===== src/rtl/flash_seq_pkg.sv =====
// Shared constants and state types for the flash sequencer.
package flash_seq_pkg;
    localparam logic [2:0] OP_READ = 3'd0;
    localparam logic [2:0] OP_PROG = 3'd1;
    localparam logic [2:0] OP_SECT = 3'd2;
    localparam logic [2:0] OP_BLK  = 3'd3;
    localparam logic [2:0] OP_CHIP = 3'd4;

    localparam logic [14:0] UNLK_A = 15'hAAA;
    localparam logic [14:0] UNLK_B = 15'h555;

    localparam logic [7:0] KEY1      = 8'hAA;
    localparam logic [7:0] KEY2      = 8'h55;
    localparam logic [7:0] CMD_PROG  = 8'hA0;
    localparam logic [7:0] CMD_ERASE = 8'h80;
    localparam logic [7:0] CMD_SECT  = 8'h50;
    localparam logic [7:0] CMD_BLK   = 8'h30;
    localparam logic [7:0] CMD_CHIP  = 8'h10;

    typedef enum logic [2:0] {ST_IDLE, ST_HOLD, ST_WRITE, ST_POLL, ST_READ, ST_RESP} seq_st_e;
    typedef enum logic [1:0] {PH_IDLE, PH_ACT, PH_REC} bus_ph_e;
    typedef enum logic [1:0] {PL_FIRST, PL_RUN, PL_CF1, PL_CF2} poll_ph_e;
endpackage


===== src/rtl/flash_seq_cmd.sv =====
// Command table: gives the address and data of write number `step`
// for the latched operation. Purely combinational.
// Assumes op is one of the write-type codes; other codes fall to chip erase.
module flash_seq_cmd
    import flash_seq_pkg::*;
#(
    parameter int AW = 20
) (
    input  logic [2:0]    op,
    input  logic [2:0]    step,
    input  logic [AW-1:0] tgt_addr,
    input  logic [7:0]    tgt_data,
    output logic [AW-1:0] wr_addr,
    output logic [7:0]    wr_data,
    output logic [2:0]    last_step
);
    localparam logic [AW-1:0] ADR_A = AW'(UNLK_A);
    localparam logic [AW-1:0] ADR_B = AW'(UNLK_B);

    // Select the write for this step of the sequence.
    always_comb begin
        last_step = (op == OP_PROG) ? 3'd3 : 3'd5;
        wr_addr   = ADR_A;
        wr_data   = KEY1;
        if (op == OP_PROG) begin
            case (step)
                3'd1:    begin wr_addr = ADR_B;    wr_data = KEY2;     end
                3'd2:    begin wr_addr = ADR_A;    wr_data = CMD_PROG; end
                3'd3:    begin wr_addr = tgt_addr; wr_data = tgt_data; end
                default: begin wr_addr = ADR_A;    wr_data = KEY1;     end
            endcase
        end else begin
            case (step)
                3'd1: begin wr_addr = ADR_B; wr_data = KEY2;      end
                3'd2: begin wr_addr = ADR_A; wr_data = CMD_ERASE; end
                3'd3: begin wr_addr = ADR_A; wr_data = KEY1;      end
                3'd4: begin wr_addr = ADR_B; wr_data = KEY2;      end
                3'd5: begin
                    case (op)
                        OP_SECT: begin wr_addr = tgt_addr; wr_data = CMD_SECT; end
                        OP_BLK:  begin wr_addr = tgt_addr; wr_data = CMD_BLK;  end
                        default: begin wr_addr = ADR_A;    wr_data = CMD_CHIP; end
                    endcase
                end
                default: begin wr_addr = ADR_A; wr_data = KEY1; end
            endcase
        end
    end
endmodule


===== src/rtl/flash_seq_bus.sv =====
// Bus cycle engine: runs one write or read cycle per start pulse.
// A cycle has an active phase (strobe low) and a recovery phase (strobe high),
// each a parameter number of clocks long. Read data is captured on the last
// active clock. Assumes start is only raised while idle is high.
module flash_seq_bus
    import flash_seq_pkg::*;
#(
    parameter int AW        = 20,
    parameter int WE_LO_CYC = 4,
    parameter int WE_HI_CYC = 3,
    parameter int RD_LO_CYC = 8,
    parameter int RD_HI_CYC = 2
) (
    input  logic          clk,
    input  logic          rst_n,
    input  logic          start,
    input  logic          is_wr,
    input  logic [AW-1:0] addr,
    input  logic [7:0]    wdata,
    input  logic [7:0]    dq_in,
    output logic          idle,
    output logic          done,
    output logic [7:0]    rdata,
    output logic          we_n,
    output logic          oe_n,
    output logic [AW-1:0] addr_o,
    output logic [7:0]    dq_out,
    output logic          dq_oe
);
    localparam int MAX_A = (WE_LO_CYC > RD_LO_CYC) ? WE_LO_CYC : RD_LO_CYC;
    localparam int MAX_R = (WE_HI_CYC > RD_HI_CYC) ? WE_HI_CYC : RD_HI_CYC;
    localparam int MAX_C = (MAX_A > MAX_R) ? MAX_A : MAX_R;
    localparam int CW    = (MAX_C < 2) ? 1 : $clog2(MAX_C);

    bus_ph_e       ph_q;
    logic [CW-1:0] cnt_q;
    logic          wr_q;
    logic [AW-1:0] addr_q;
    logic [7:0]    data_q;
    logic [7:0]    rdata_q;
    logic [CW-1:0] act_last;
    logic [CW-1:0] rec_last;

    // Phase lengths for the current cycle type.
    always_comb begin
        act_last = wr_q ? CW'(WE_LO_CYC - 1) : CW'(RD_LO_CYC - 1);
        rec_last = wr_q ? CW'(WE_HI_CYC - 1) : CW'(RD_HI_CYC - 1);
    end

    // Phase sequencing, request latching and read capture.
    always_ff @(posedge clk) begin
        if (!rst_n) begin
            ph_q    <= PH_IDLE;
            cnt_q   <= '0;
            wr_q    <= 1'b0;
            addr_q  <= '0;
            data_q  <= '0;
            rdata_q <= '0;
        end else begin
            case (ph_q)
                PH_IDLE: if (start) begin
                    ph_q   <= PH_ACT;
                    cnt_q  <= '0;
                    wr_q   <= is_wr;
                    addr_q <= addr;
                    data_q <= wdata;
                end
                PH_ACT: if (cnt_q == act_last) begin
                    ph_q  <= PH_REC;
                    cnt_q <= '0;
                    if (!wr_q) rdata_q <= dq_in;
                end else begin
                    cnt_q <= cnt_q + 1'b1;
                end
                PH_REC: if (cnt_q == rec_last) begin
                    ph_q  <= PH_IDLE;
                    cnt_q <= '0;
                end else begin
                    cnt_q <= cnt_q + 1'b1;
                end
                default: ph_q <= PH_IDLE;
            endcase
        end
    end

    // Strobe and bus decode from the registered phase.
    always_comb begin
        idle   = (ph_q == PH_IDLE);
        done   = (ph_q == PH_REC) && (cnt_q == rec_last);
        we_n   = !((ph_q == PH_ACT) && wr_q);
        oe_n   = !((ph_q == PH_ACT) && !wr_q);
        dq_oe  = (ph_q == PH_ACT) && wr_q;
        dq_out = data_q;
        addr_o = addr_q;
        rdata  = rdata_q;
    end

    // Run length of the current low strobe, kept for checking only.
    logic [CW:0] lo_run_q;
    always_ff @(posedge clk) begin
        if (!rst_n)     lo_run_q <= '0;
        else if (!we_n) lo_run_q <= lo_run_q + 1'b1;
        else            lo_run_q <= '0;
    end


    we_width_chk: assert property (@(posedge clk) disable iff (!rst_n)
        $rose(we_n) |-> (lo_run_q == (CW+1)'(WE_LO_CYC)));

    we_hold_chk: assert property (@(posedge clk) disable iff (!rst_n)
        (!we_n && $past(!we_n)) |-> ($stable(dq_out) && $stable(addr_o) && dq_oe));
endmodule


===== src/rtl/flash_seq_poll.sv =====
// Toggle-bit judge: fed bit 6 of each status read, it flags completion when
// two successive reads match and two further reads agree with them.
// Assumes clr and rd_ok are never high together.
module flash_seq_poll
    import flash_seq_pkg::*;
(
    input  logic clk,
    input  logic rst_n,
    input  logic clr,
    input  logic rd_ok,
    input  logic bit6,
    output logic done_now
);
    poll_ph_e ph_q;
    logic     ref_q;

    // A confirmed match on the second extra read ends the poll.
    always_comb done_now = rd_ok && (ph_q == PL_CF2) && (bit6 == ref_q);

    // Track the last bit value and the confirmation progress.
    always_ff @(posedge clk) begin
        if (!rst_n || clr) begin
            ph_q  <= PL_FIRST;
            ref_q <= 1'b0;
        end else if (rd_ok) begin
            case (ph_q)
                PL_FIRST: begin ref_q <= bit6; ph_q <= PL_RUN; end
                PL_RUN:   if (bit6 == ref_q) ph_q <= PL_CF1;
                          else ref_q <= bit6;
                PL_CF1:   if (bit6 == ref_q) ph_q <= PL_CF2;
                          else begin ref_q <= bit6; ph_q <= PL_RUN; end
                PL_CF2:   if (bit6 != ref_q) begin ref_q <= bit6; ph_q <= PL_RUN; end
                default:  ph_q <= PL_FIRST;
            endcase
        end
    end


    cand_reject_chk: assert property (@(posedge clk) disable iff (!rst_n)
        (rd_ok && !clr && (ph_q == PL_CF1) && (bit6 != ref_q)) |=> (ph_q == PL_RUN));
endmodule


===== src/rtl/flash_seq.sv =====
// Flash program/erase sequencer top. Accepts one request at a time, issues
// the unlock and command writes, polls the toggling status bit with a
// two-read confirmation, and returns a one-cycle response.
// Assumes the flash reacts to OE falling edges for toggling and that all
// timing parameters are at least 1.
module flash_seq
    import flash_seq_pkg::*;
#(
    parameter int AW        = 20,
    parameter int WE_LO_CYC = 4,
    parameter int WE_HI_CYC = 3,
    parameter int RD_LO_CYC = 8,
    parameter int RD_HI_CYC = 2,
    parameter int PWRUP_CYC = 10000,
    parameter int TMO_PROG  = 2000,
    parameter int TMO_ERASE = 2500000,
    parameter int TMO_CHIP  = 10000000
) (
    input  logic          clk,
    input  logic          rst_n,
    input  logic          req_valid,
    output logic          req_ready,
    input  logic [2:0]    req_op,
    input  logic [AW-1:0] req_addr,
    input  logic [7:0]    req_data,
    output logic          rsp_valid,
    output logic          rsp_timeout,
    output logic [7:0]    rsp_data,
    output logic          fl_ce_n,
    output logic          fl_oe_n,
    output logic          fl_we_n,
    output logic [AW-1:0] fl_addr,
    output logic [7:0]    fl_dq_out,
    output logic          fl_dq_oe,
    input  logic [7:0]    fl_dq_in
);
    localparam int TMO_M1  = (TMO_PROG > TMO_ERASE) ? TMO_PROG : TMO_ERASE;
    localparam int TMO_MAX = (TMO_M1 > TMO_CHIP) ? TMO_M1 : TMO_CHIP;
    localparam int TW      = $clog2(TMO_MAX + 2);
    localparam int PW      = $clog2(PWRUP_CYC + 2);

    seq_st_e       st_q;
    logic [2:0]    op_q;
    logic [AW-1:0] addr_q;
    logic [7:0]    data_q;
    logic [2:0]    step_q;
    logic [TW-1:0] tmo_q;
    logic [PW-1:0] pwr_q;
    logic          rtmo_q;
    logic [7:0]    rdat_q;

    logic          pwr_ok;
    logic [AW-1:0] cmd_addr;
    logic [7:0]    cmd_data;
    logic [2:0]    last_step;
    logic          bus_idle, bus_done, cyc_start, cyc_wr;
    logic [AW-1:0] cyc_addr;
    logic [7:0]    bus_rdata;
    logic          poll_clr, poll_rd, poll_done;
    logic [TW-1:0] tmo_lim;

    flash_seq_cmd #(.AW(AW)) u_cmd (
        .op(op_q), .step(step_q), .tgt_addr(addr_q), .tgt_data(data_q),
        .wr_addr(cmd_addr), .wr_data(cmd_data), .last_step(last_step)
    );

    flash_seq_bus #(
        .AW(AW), .WE_LO_CYC(WE_LO_CYC), .WE_HI_CYC(WE_HI_CYC),
        .RD_LO_CYC(RD_LO_CYC), .RD_HI_CYC(RD_HI_CYC)
    ) u_bus (
        .clk(clk), .rst_n(rst_n), .start(cyc_start), .is_wr(cyc_wr),
        .addr(cyc_addr), .wdata(cmd_data), .dq_in(fl_dq_in),
        .idle(bus_idle), .done(bus_done), .rdata(bus_rdata),
        .we_n(fl_we_n), .oe_n(fl_oe_n), .addr_o(fl_addr),
        .dq_out(fl_dq_out), .dq_oe(fl_dq_oe)
    );

    flash_seq_poll u_poll (
        .clk(clk), .rst_n(rst_n), .clr(poll_clr), .rd_ok(poll_rd),
        .bit6(bus_rdata[6]), .done_now(poll_done)
    );

    // Power-up hold counter; saturates once the interval has passed.
    always_ff @(posedge clk) begin
        if (!rst_n)      pwr_q <= '0;
        else if (!pwr_ok) pwr_q <= pwr_q + 1'b1;
    end
    assign pwr_ok = (pwr_q >= PW'(PWRUP_CYC));

    // Bus cycle launch and per-operation budget selection.
    always_comb begin
        cyc_start = ((st_q == ST_WRITE) || (st_q == ST_POLL) || (st_q == ST_READ)) && bus_idle;
        cyc_wr    = (st_q == ST_WRITE);
        cyc_addr  = (st_q == ST_WRITE) ? cmd_addr : addr_q;
        poll_clr  = (st_q == ST_WRITE) && bus_done && (step_q == last_step);
        poll_rd   = (st_q == ST_POLL) && bus_done;
        case (op_q)
            OP_PROG:         tmo_lim = TW'(TMO_PROG);
            OP_SECT, OP_BLK: tmo_lim = TW'(TMO_ERASE);
            default:         tmo_lim = TW'(TMO_CHIP);
        endcase
    end

    // Request sequencing from acceptance to response.
    always_ff @(posedge clk) begin
        if (!rst_n) begin
            st_q   <= ST_IDLE;
            op_q   <= OP_READ;
            addr_q <= '0;
            data_q <= '0;
            step_q <= '0;
            tmo_q  <= '0;
            rtmo_q <= 1'b0;
            rdat_q <= '0;
        end else begin
            case (st_q)
                ST_IDLE: if (req_valid) begin
                    op_q   <= req_op;
                    addr_q <= req_addr;
                    data_q <= req_data;
                    step_q <= '0;
                    rtmo_q <= 1'b0;
                    if (req_op == OP_READ)      st_q <= ST_READ;
                    else if (req_op <= OP_CHIP) st_q <= ST_HOLD;
                    else begin
                        st_q   <= ST_RESP;
                        rtmo_q <= 1'b1;
                        rdat_q <= '0;
                    end
                end
                ST_HOLD: if (pwr_ok) st_q <= ST_WRITE;
                ST_WRITE: if (bus_done) begin
                    if (step_q == last_step) begin
                        st_q  <= ST_POLL;
                        tmo_q <= '0;
                    end else begin
                        step_q <= step_q + 1'b1;
                    end
                end
                ST_POLL: begin
                    tmo_q <= tmo_q + 1'b1;
                    if (bus_done) begin
                        if (poll_done) begin
                            st_q   <= ST_RESP;
                            rtmo_q <= 1'b0;
                            rdat_q <= bus_rdata;
                        end else if (tmo_q >= tmo_lim) begin
                            st_q   <= ST_RESP;
                            rtmo_q <= 1'b1;
                            rdat_q <= bus_rdata;
                        end
                    end
                end
                ST_READ: if (bus_done) begin
                    st_q   <= ST_RESP;
                    rdat_q <= bus_rdata;
                end
                ST_RESP: st_q <= ST_IDLE;
                default: st_q <= ST_IDLE;
            endcase
        end
    end

    // Handshake, response and chip-enable decode.
    always_comb begin
        req_ready   = (st_q == ST_IDLE);
        rsp_valid   = (st_q == ST_RESP);
        rsp_timeout = rtmo_q;
        rsp_data    = rdat_q;
        fl_ce_n     = !((st_q == ST_WRITE) || (st_q == ST_POLL) || (st_q == ST_READ));
    end


    we_ce_chk: assert property (@(posedge clk) disable iff (!rst_n)
        !fl_we_n |-> !fl_ce_n);

    pwrup_chk: assert property (@(posedge clk) disable iff (!rst_n)
        !fl_we_n |-> pwr_ok);

    rsp_pulse_chk: assert property (@(posedge clk) disable iff (!rst_n)
        rsp_valid |=> !rsp_valid);

    read_nowrite_chk: assert property (@(posedge clk) disable iff (!rst_n)
        (st_q == ST_READ) |-> fl_we_n);
endmodule


===== config.mk =====
export PLATFORM = sky130hd
export DESIGN_NAME = flash_seq
export DESIGN_NICKNAME = d
export VERILOG_FILES = /design/src/rtl/flash_seq_pkg.sv /design/src/rtl/flash_seq_cmd.sv /design/src/rtl/flash_seq_bus.sv /design/src/rtl/flash_seq_poll.sv /design/src/rtl/flash_seq.sv
export SDC_FILE = /design/constraint.sdc
export NUM_CORES = 1
export LEC_CHECK = 0
export ABC_AREA = 1
export BUFFER_PORTS_ARGS = -buffer_cell sky130_fd_sc_hd__clkbuf_2
export CORE_MARGIN = 3
export CORE_UTILIZATION = 35
export DETAILED_ROUTE_END_ITERATION = 8
export HOLD_SLACK_MARGIN = 0.02
export PLACE_DENSITY = 0.52
export SLEW_MARGIN = 20
export SYNTH_ARGS = -nofsm -noshare
export SYNTH_HDL_FRONTEND = slang
export SYNTH_HIERARCHICAL = 1
export SYNTH_SLANG_ARGS = --single-unit

===== constraint.sdc =====
create_clock -name clk -period 2.34 [get_ports clk]
set_input_delay 0.234 -clock clk [delete_from_list [all_inputs] [get_ports clk]]
set_output_delay 0.234 -clock clk [all_outputs]
set_load 0.005 [all_outputs]

==> flow_metrics.py, run 1 <==
metrics = {
    "critical_path": {
        "required_ns": 2.65,
        "path_max_fanout": 24,
        "crit_chain": "inv_1 > nor2_4 > inv_2 > ha_1 > nand2_1 > nor2_1 > inv_1 > nor3_1 > nand2_1 > nand3_2 > buf_12 > nand3_1 > nand2_1 > nor2_1",
        "crit_arrival_ns": 2.41,
        "crit_type": "reg -> reg",
        "crit_path_max_incr_delay_ns": 0.39,
        "reg2reg_depth": 14,
        "path_delay_family": "simple AND/OR/NAND/NOR gates",
        "reg2reg_to": "rsp_data[5]$_SDFFE_PN0P_",
        "r2r_slack_ns": 0.24,
        "critPathCaptureType": "flop",
        "path_common_cell": "nand2_1",
        "path_buf_inv": 4,
        "timing.rr.start": "op_q[1]$_SDFFE_PN0P_",
        "critPathLaunchType": "flop",
        "slowest_stage": "dfxtp_1",
    },
    "cells_and_area": {
        "post-route-util_pct": 43.2,
        "diodes": 0,
        "drive_gt1_share_pct": 16.0,
        "most-common-layout-cells": "nand2_1, nor2_1, dfxtp_1",
        "fin_area_mm2": 0.00891,
        "fin_cells": 1527,
        "syn_to_final_growth_pct": 19.0,
        "final_common_cell": "nand2_1",
        "final_nets": 1318,
    },
    "grt": {
        "grt-busiest-layer": "met2",
        "grtUsageMet2_pct": 29.4,
        "grt_usage_pct": 17.1,
        "use_met1_pct": 21.9,
        "grt_pass1_wl_um": 33200,
        "antenna_found_initial": 0,
        "grt_pass1_vias": 6674,
        "grt_max_degree": 89,
        "overflow": 0,
        "use_met3_pct": 3.58,
    },
    "placement": {
        "gp_congestion": 0.867,
        "port_buffers": 84,
        "dpl_cell_area_mm2": 0.00828,
        "post-place-cells": 1496,
        "dpl.hpwl_um": 14500,
        "pre_cts_slack_ns": 0.131,
    },
    "yosys": {
        "ys_ff_latch": 129,
        "synth_mux_area_share_pct": 0,
        "ys_types": 41,
        "async_flop_share_pct": 0,
        "synth_flop_cell": "dfxtp_1",
        "synth_top_family_by_area": "simple AND/OR/NAND/NOR gates",
        "yosysTopAreaCell": "dfxtp_1",
        "synth_area_leaders": "dfxtp_1, nand2_1, nor2_1",
        "synth_adder_area_share_pct": 5.18,
        "ys_warn_count": 6,
        "yosys.area_share.simple_pct": 36.0,
        "yosysTopAreaCellShare_pct": 34.5,
        "synth-edff-count": 0,
        "syn_area_per_cell_um2": 6.45,
        "syn_area_mm2": 0.00749,
        "synth_cells": 1161,
        "synth_compound_gate_area_share_pct": 13.9,
        "syn_nets": 1234,
        "synth_xor_area_share_pct": 1.17,
        "seq_area_frac_synth_pct": 34.5,
    },
    "timing": {
        "hold_slack_ns": 0.0400,
        "fmax_mhz": 476,
        "worst_slack_ns": 0.240,
        "setup_viol": 0,
        "rsz0062_at_grt": "false",
        "drv_slew": 0,
        "finalHoldViolCount": 0,
        "skew_ns": 0.00832,
        "finalCriticalPeriod_ns": 2.10,
        "tns_ns": 0,
        "post-route-period-util_pct": 89.7,
    },
    "clocking": {
        "cts_sinks": 129,
        "htreeDepth": 4,
        "hold_buffers": 0,
        "clk_latency_ns": 0.42,
        "cts_tree": "done",
        "cts_buffer_depth": 2,
        "clkTransAtPathRegs_ns": 0.06,
        "cts_buffers": 17,
        "cts-root-buf": "clkbuf_16",
    },
    "route": {
        "remaining_drc_errors": 0,
        "post_drt_wl_per_cell_um": 12.9,
        "routed_wl_um": 19700,
        "ant_nets": 0,
        "firstDrtPassIters": 5,
        "vias": 7150,
        "viasPerCell": 4.68,
        "drtIter0Drc": 338,
    },
    "power_and_ir_drop": {
        "pwr_density_cell_mw_per_mm2": 986,
        "cellLeakagePower_nw": 3.82,
        "power_mw": 8.79,
        "peakVddDrop_mv": 0.450,
    },
    "min_path": {
        "hp-class": "in -> reg",
        "whs_path_depth": 3,
        "hold_start": "req_data[6]",
        "min_to": "data_q[6]$_SDFFE_PN0P_",
    },
    "die": {
        "core_area_mm2": 0.0206,
        "io_pins": 85,
        "die_w_um": 152,
        "rows": 52,
        "dieArea_mm2": 0.0232,
        "die_y_um": 152,
        "initial_core_util_pct": 36.3,
    },
    "run": {
        "cap_violations": 0,
    },
    "outcome": {
        "status": "finished clean",
    },
}
-- layer usage --
layer  vias up  wire [µm]
met5         -          0
met4         0        213
met3        17        715
met2       115       9470
met1      3131       9350
li1       3887          -
-- sequential cells by signal, summed over array words and instances (netlist names) --
name / cells
u_bus/addr_o: 20
u_poll/ph_q: 2
addr_q: 20
step_q: 3
op_q: 3
u_bus/cnt_q: 3
rsp_timeout: 1
u_bus/dq_out: 8
u_bus/wr_q: 1
st_q: 3
u_poll/ref_q: 1
u_bus/ph_q: 2
pwr_q: 14
rsp_data: 8
u_bus/rdata: 8
tmo_q: 24
data_q: 8
-- power breakdown --
part / total [mW] / internal, mW / switching (mW) / leakage [nW]
Clock: 2.71 / 1.69 / 1.03 / 0.288
Combinational: 3.07 / 1.16 / 1.92 / 2.48
Sequential: 3.00 / 2.68 / 0.320 / 1.05
Total: 8.79 / 5.52 / 3.26 / 3.82
-- cells in the mapped netlist, drive strengths merged (7+ instances only) --
master  number
nand2      295
nor2       191
dfxtp      129
inv        126
o21ai      104
a21oi       91
nand3       83
ha          31
nor3        25
buf         21
clkbuf      21
nand4       10
or2         10
xor2         7
-- worst min-delay path, stage by stage --
cell      delay, ns
clkbuf_2       0.08
nand2_1        0.05
a21oi_1        0.05
-- worst max path at each step --
stage,startpoint,endpoint,slack [ns],cells after the start
global placement,op_q[2]$_SDFFE_PN0P_,rsp_data[3]$_SDFFE_PN0P_,0.10,14
CTS,op_q[1]$_SDFFE_PN0P_,rsp_data[5]$_SDFFE_PN0P_,0.10,14
global route,u_bus/ph_q[0]$_SDFFE_PN0P_,rsp_data[3]$_SDFFE_PN0P_,0.005,15
finish,op_q[1]$_SDFFE_PN0P_,rsp_data[5]$_SDFFE_PN0P_,0.24,14
floorplan,op_q[0]$_SDFFE_PN0P_,rsp_timeout$_SDFFE_PN0P_,0.28,13
detailed placement,op_q[2]$_SDFFE_PN0P_,rsp_data[5]$_SDFFE_PN0P_,0.13,14
-- kinds of logic (layout without fill, tap and decap cells) --
group | Yosys count | count (layout)
DFF | 129 | 129
and+or+nand+nor | 617 | 617
AOI/OAI and AO/OA | 203 | 203
other | 1 | 1
xor gates and xnor gates | 10 | 10
buffers and inverters | 170 | 266
adders and majority gates | 31 | 31
-- layout make-up --
| class | count | area [µm²] |
|---|---|---|
| clock buffer | 21 | 480 |
| clock inverter | 10 | 126 |
| timing repair buffer | 107 | 656 |
| multi-input combinational | 862 | 4240 |
| inverter | 128 | 485 |
| sequential | 129 | 2580 |
| fill | 2174 | 11700 |
| tap | 270 | 338 |
-- what timing repair did --
| item | CTS | global route |
|---|---|---|
| endpoints found under the setup margin | 0 | 13 |
| setup buffers | 0 | 0 |
| resized for setup | 0 | 11 |
No activity file was read; power rests on OpenSTA's default activity.
==> run 2: changes to the inputs <==
- CORE_UTILIZATION: 35 -> 46
- PLACE_DENSITY: 0.52 -> 0.65
==> flow_metrics.py, run 2 (synthesis results as in run 1) <==
metrics = {
    "timing": {
        "slew_headroom_pct": 56.7,
        "finalCriticalPeriod_ns": 2.15,
        "fmax_mhz": 464,
        "setup_viol": 0,
        "drv_slew": 0,
        "rsz0062_at_grt": "false",
        "hold_slack_ns": 0.0334,
        "worstMarginPinSlew_ns": 0.649,
        "finalHoldViolCount": 0,
        "tns_ns": 0,
        "post-route-period-util_pct": 92.0,
        "skew_ns": 0.00841,
    },
    "cells_and_area": {
        "final_nets": 1316,
        "fin_area_mm2": 0.00881,
        "drive_gt1_share_pct": 15.9,
        "top_register": "tmo_q",
        "fin_cells": 1472,
        "most-common-layout-cells": "nand2_1, nor2_1, dfxtp_1",
        "syn_to_final_growth_pct": 17.7,
        "diodes": 0,
        "final_common_cell": "nand2_1",
        "multi_input_area_mm2": 0.00424,
        "largest_register_ffs": 24,
        "fillCellCount": 1596,
        "seqCellArea_mm2": 0.00258,
    },
    "grt": {
        "grt_max_degree": 89,
        "grt_pass1_wl_um": 31500,
        "grt_usage_pct": 21.2,
        "overflow": 0,
        "antenna_found_initial": 0,
        "grt_pass1_vias": 6620,
    },
    "clocking": {
        "cts_sinks": 129,
        "clk_latency_ns": 0.42,
        "clkTransAtPathRegs_ns": 0.06,
        "cts_buffer_depth": 2,
        "htreeDepth": 4,
        "post_cts_resized": 0,
        "cts_tree": "done",
        "cts_setup_buffers": 0,
        "cts-root-buf": "clkbuf_16",
        "hold_buffers": 0,
        "cts_buffers": 17,
    },
    "critical_path": {
        "path_max_fanout": 24,
        "r2r_slack_ns": 0.19,
        "critPathCaptureType": "flop",
        "required_ns": 2.65,
        "crit_type": "reg -> reg",
        "critPathLaunchType": "flop",
        "crit_arrival_ns": 2.46,
    },
    "die": {
        "dieArea_mm2": 0.0178,
        "die_w_um": 134,
        "die_y_um": 134,
        "initial_core_util_pct": 47.1,
        "io_pins": 85,
        "core_area_mm2": 0.0159,
        "rows": 46,
    },
    "outcome": {
        "status": "finished clean",
    },
    "route": {
        "ant_nets": 0,
        "viasPerCell": 5.00,
        "vias": 7361,
        "routed_wl_um": 18500,
        "drtIter0Drc": 398,
        "firstDrtPassIters": 5,
        "post_drt_wl_per_cell_um": 12.6,
        "remaining_drc_errors": 0,
    },
    "power_and_ir_drop": {
        "power_frac_seq_pct": 33.7,
        "cellLeakagePower_nw": 3.81,
        "pwr_density_cell_mw_per_mm2": 1000,
        "switching_share_pct": 37.1,
        "p_clk_share_pct": 31.8,
        "peakVddDrop_mv": 0.500,
        "combPwrFrac_pct": 34.5,
        "intPower_mw": 5.56,
        "power_switching_mw": 3.29,
    },
    "placement": {
        "gp_congestion": 0.910,
        "dpl_cell_area_mm2": 0.00817,
        "port_buffers": 84,
        "dpl.hpwl_um": 13400,
        "post-place-cells": 1440,
    },
    "run": {
        "cap_violations": 0,
    },
    "min_path": {
        "hp-class": "in -> reg",
    },
}
[run 2: changes by cell type in the layout (fill, tap and decap cells not counted), sizes merged]
cell    previous run  this run
inv              128       131
buf               23        21
clkbuf           105       103
clkinv             5         4
bufinv             2         3
[run 2: layer usage]
layer | share of wire, % | vias to the layer above | track usage [%]
met3 | 5.3 | 26 | 4.61
met4 | 1.5 | 0 | 5.89
met2 | 46 | 171 | 34.8
li1 | - | 3877 | -
met5 | 0 | - | 0
met1 | 47 | 3287 | 28.1
[run 2: layout make-up]
type / count / share of cell area [%]
multi-input cells: 862 / 48.1
flip-flops and latches: 129 / 29.3
repair buffers: 105 / 6.98
inverters: 128 / 5.48
clock buffers: 19 / 5.14
well taps: 216 / 3.07
clock inverters: 13 / 1.97
[run 2: final timing paths]
kind,startpoint,cells after the start,endpoint
setup reg to reg,op_q[2]$_SDFFE_PN0P_,14,rsp_data[2]$_SDFFE_PN0P_
hold reg to reg,pwr_q[12]$_SDFFE_PN0N_,2,pwr_q[12]$_SDFFE_PN0N_
hold / removal,fl_dq_in[7],3,u_bus/rdata[7]$_SDFFE_PN0P_
setup / recovery,op_q[2]$_SDFFE_PN0P_,14,rsp_data[2]$_SDFFE_PN0P_
[run 2: critical path, cell delays in order (launching register included)]
cell	delay, ns
dfxtp_1	0.44
nor2_4	0.08
nor2_2	0.16
inv_2	0.09
ha_1	0.30
nand2_1	0.09
nor2_1	0.13
nand3_1	0.10
nor2_1	0.09
nand2_1	0.08
nand3_2	0.09
buf_12	0.16
nand3_1	0.08
nand2_1	0.09
nor2_1	0.05
[run 2: metrics by stage]
stage / setup WS [ns] / utilization, % / power, mW
6_report: 0.186 / 55.5 / 8.85
5_1_grt: 0.0119 / 55.5 / 9.52
3_5_place_dp: 0.142 / 51.4 / 6.05
4_1_cts: 0.107 / 55.4 / 8.88
3_3_place_gp: 0.171 / 51.4 / 6.02
2_1_floorplan: 0.283 / - / 5.14
[run 2: power by group through the flow]
stage / clock network [mW] / logic, mW / registers, mW
final: 2.81 / 3.05 / 2.98
after global routing: 2.96 / 3.51 / 3.05
after CTS: 2.85 / 3.05 / 2.98
after detailed placement: 0 / 3.03 / 3.03
after global placement: 0 / 3.00 / 3.02
after floorplan: 0 / 2.14 / 3.00
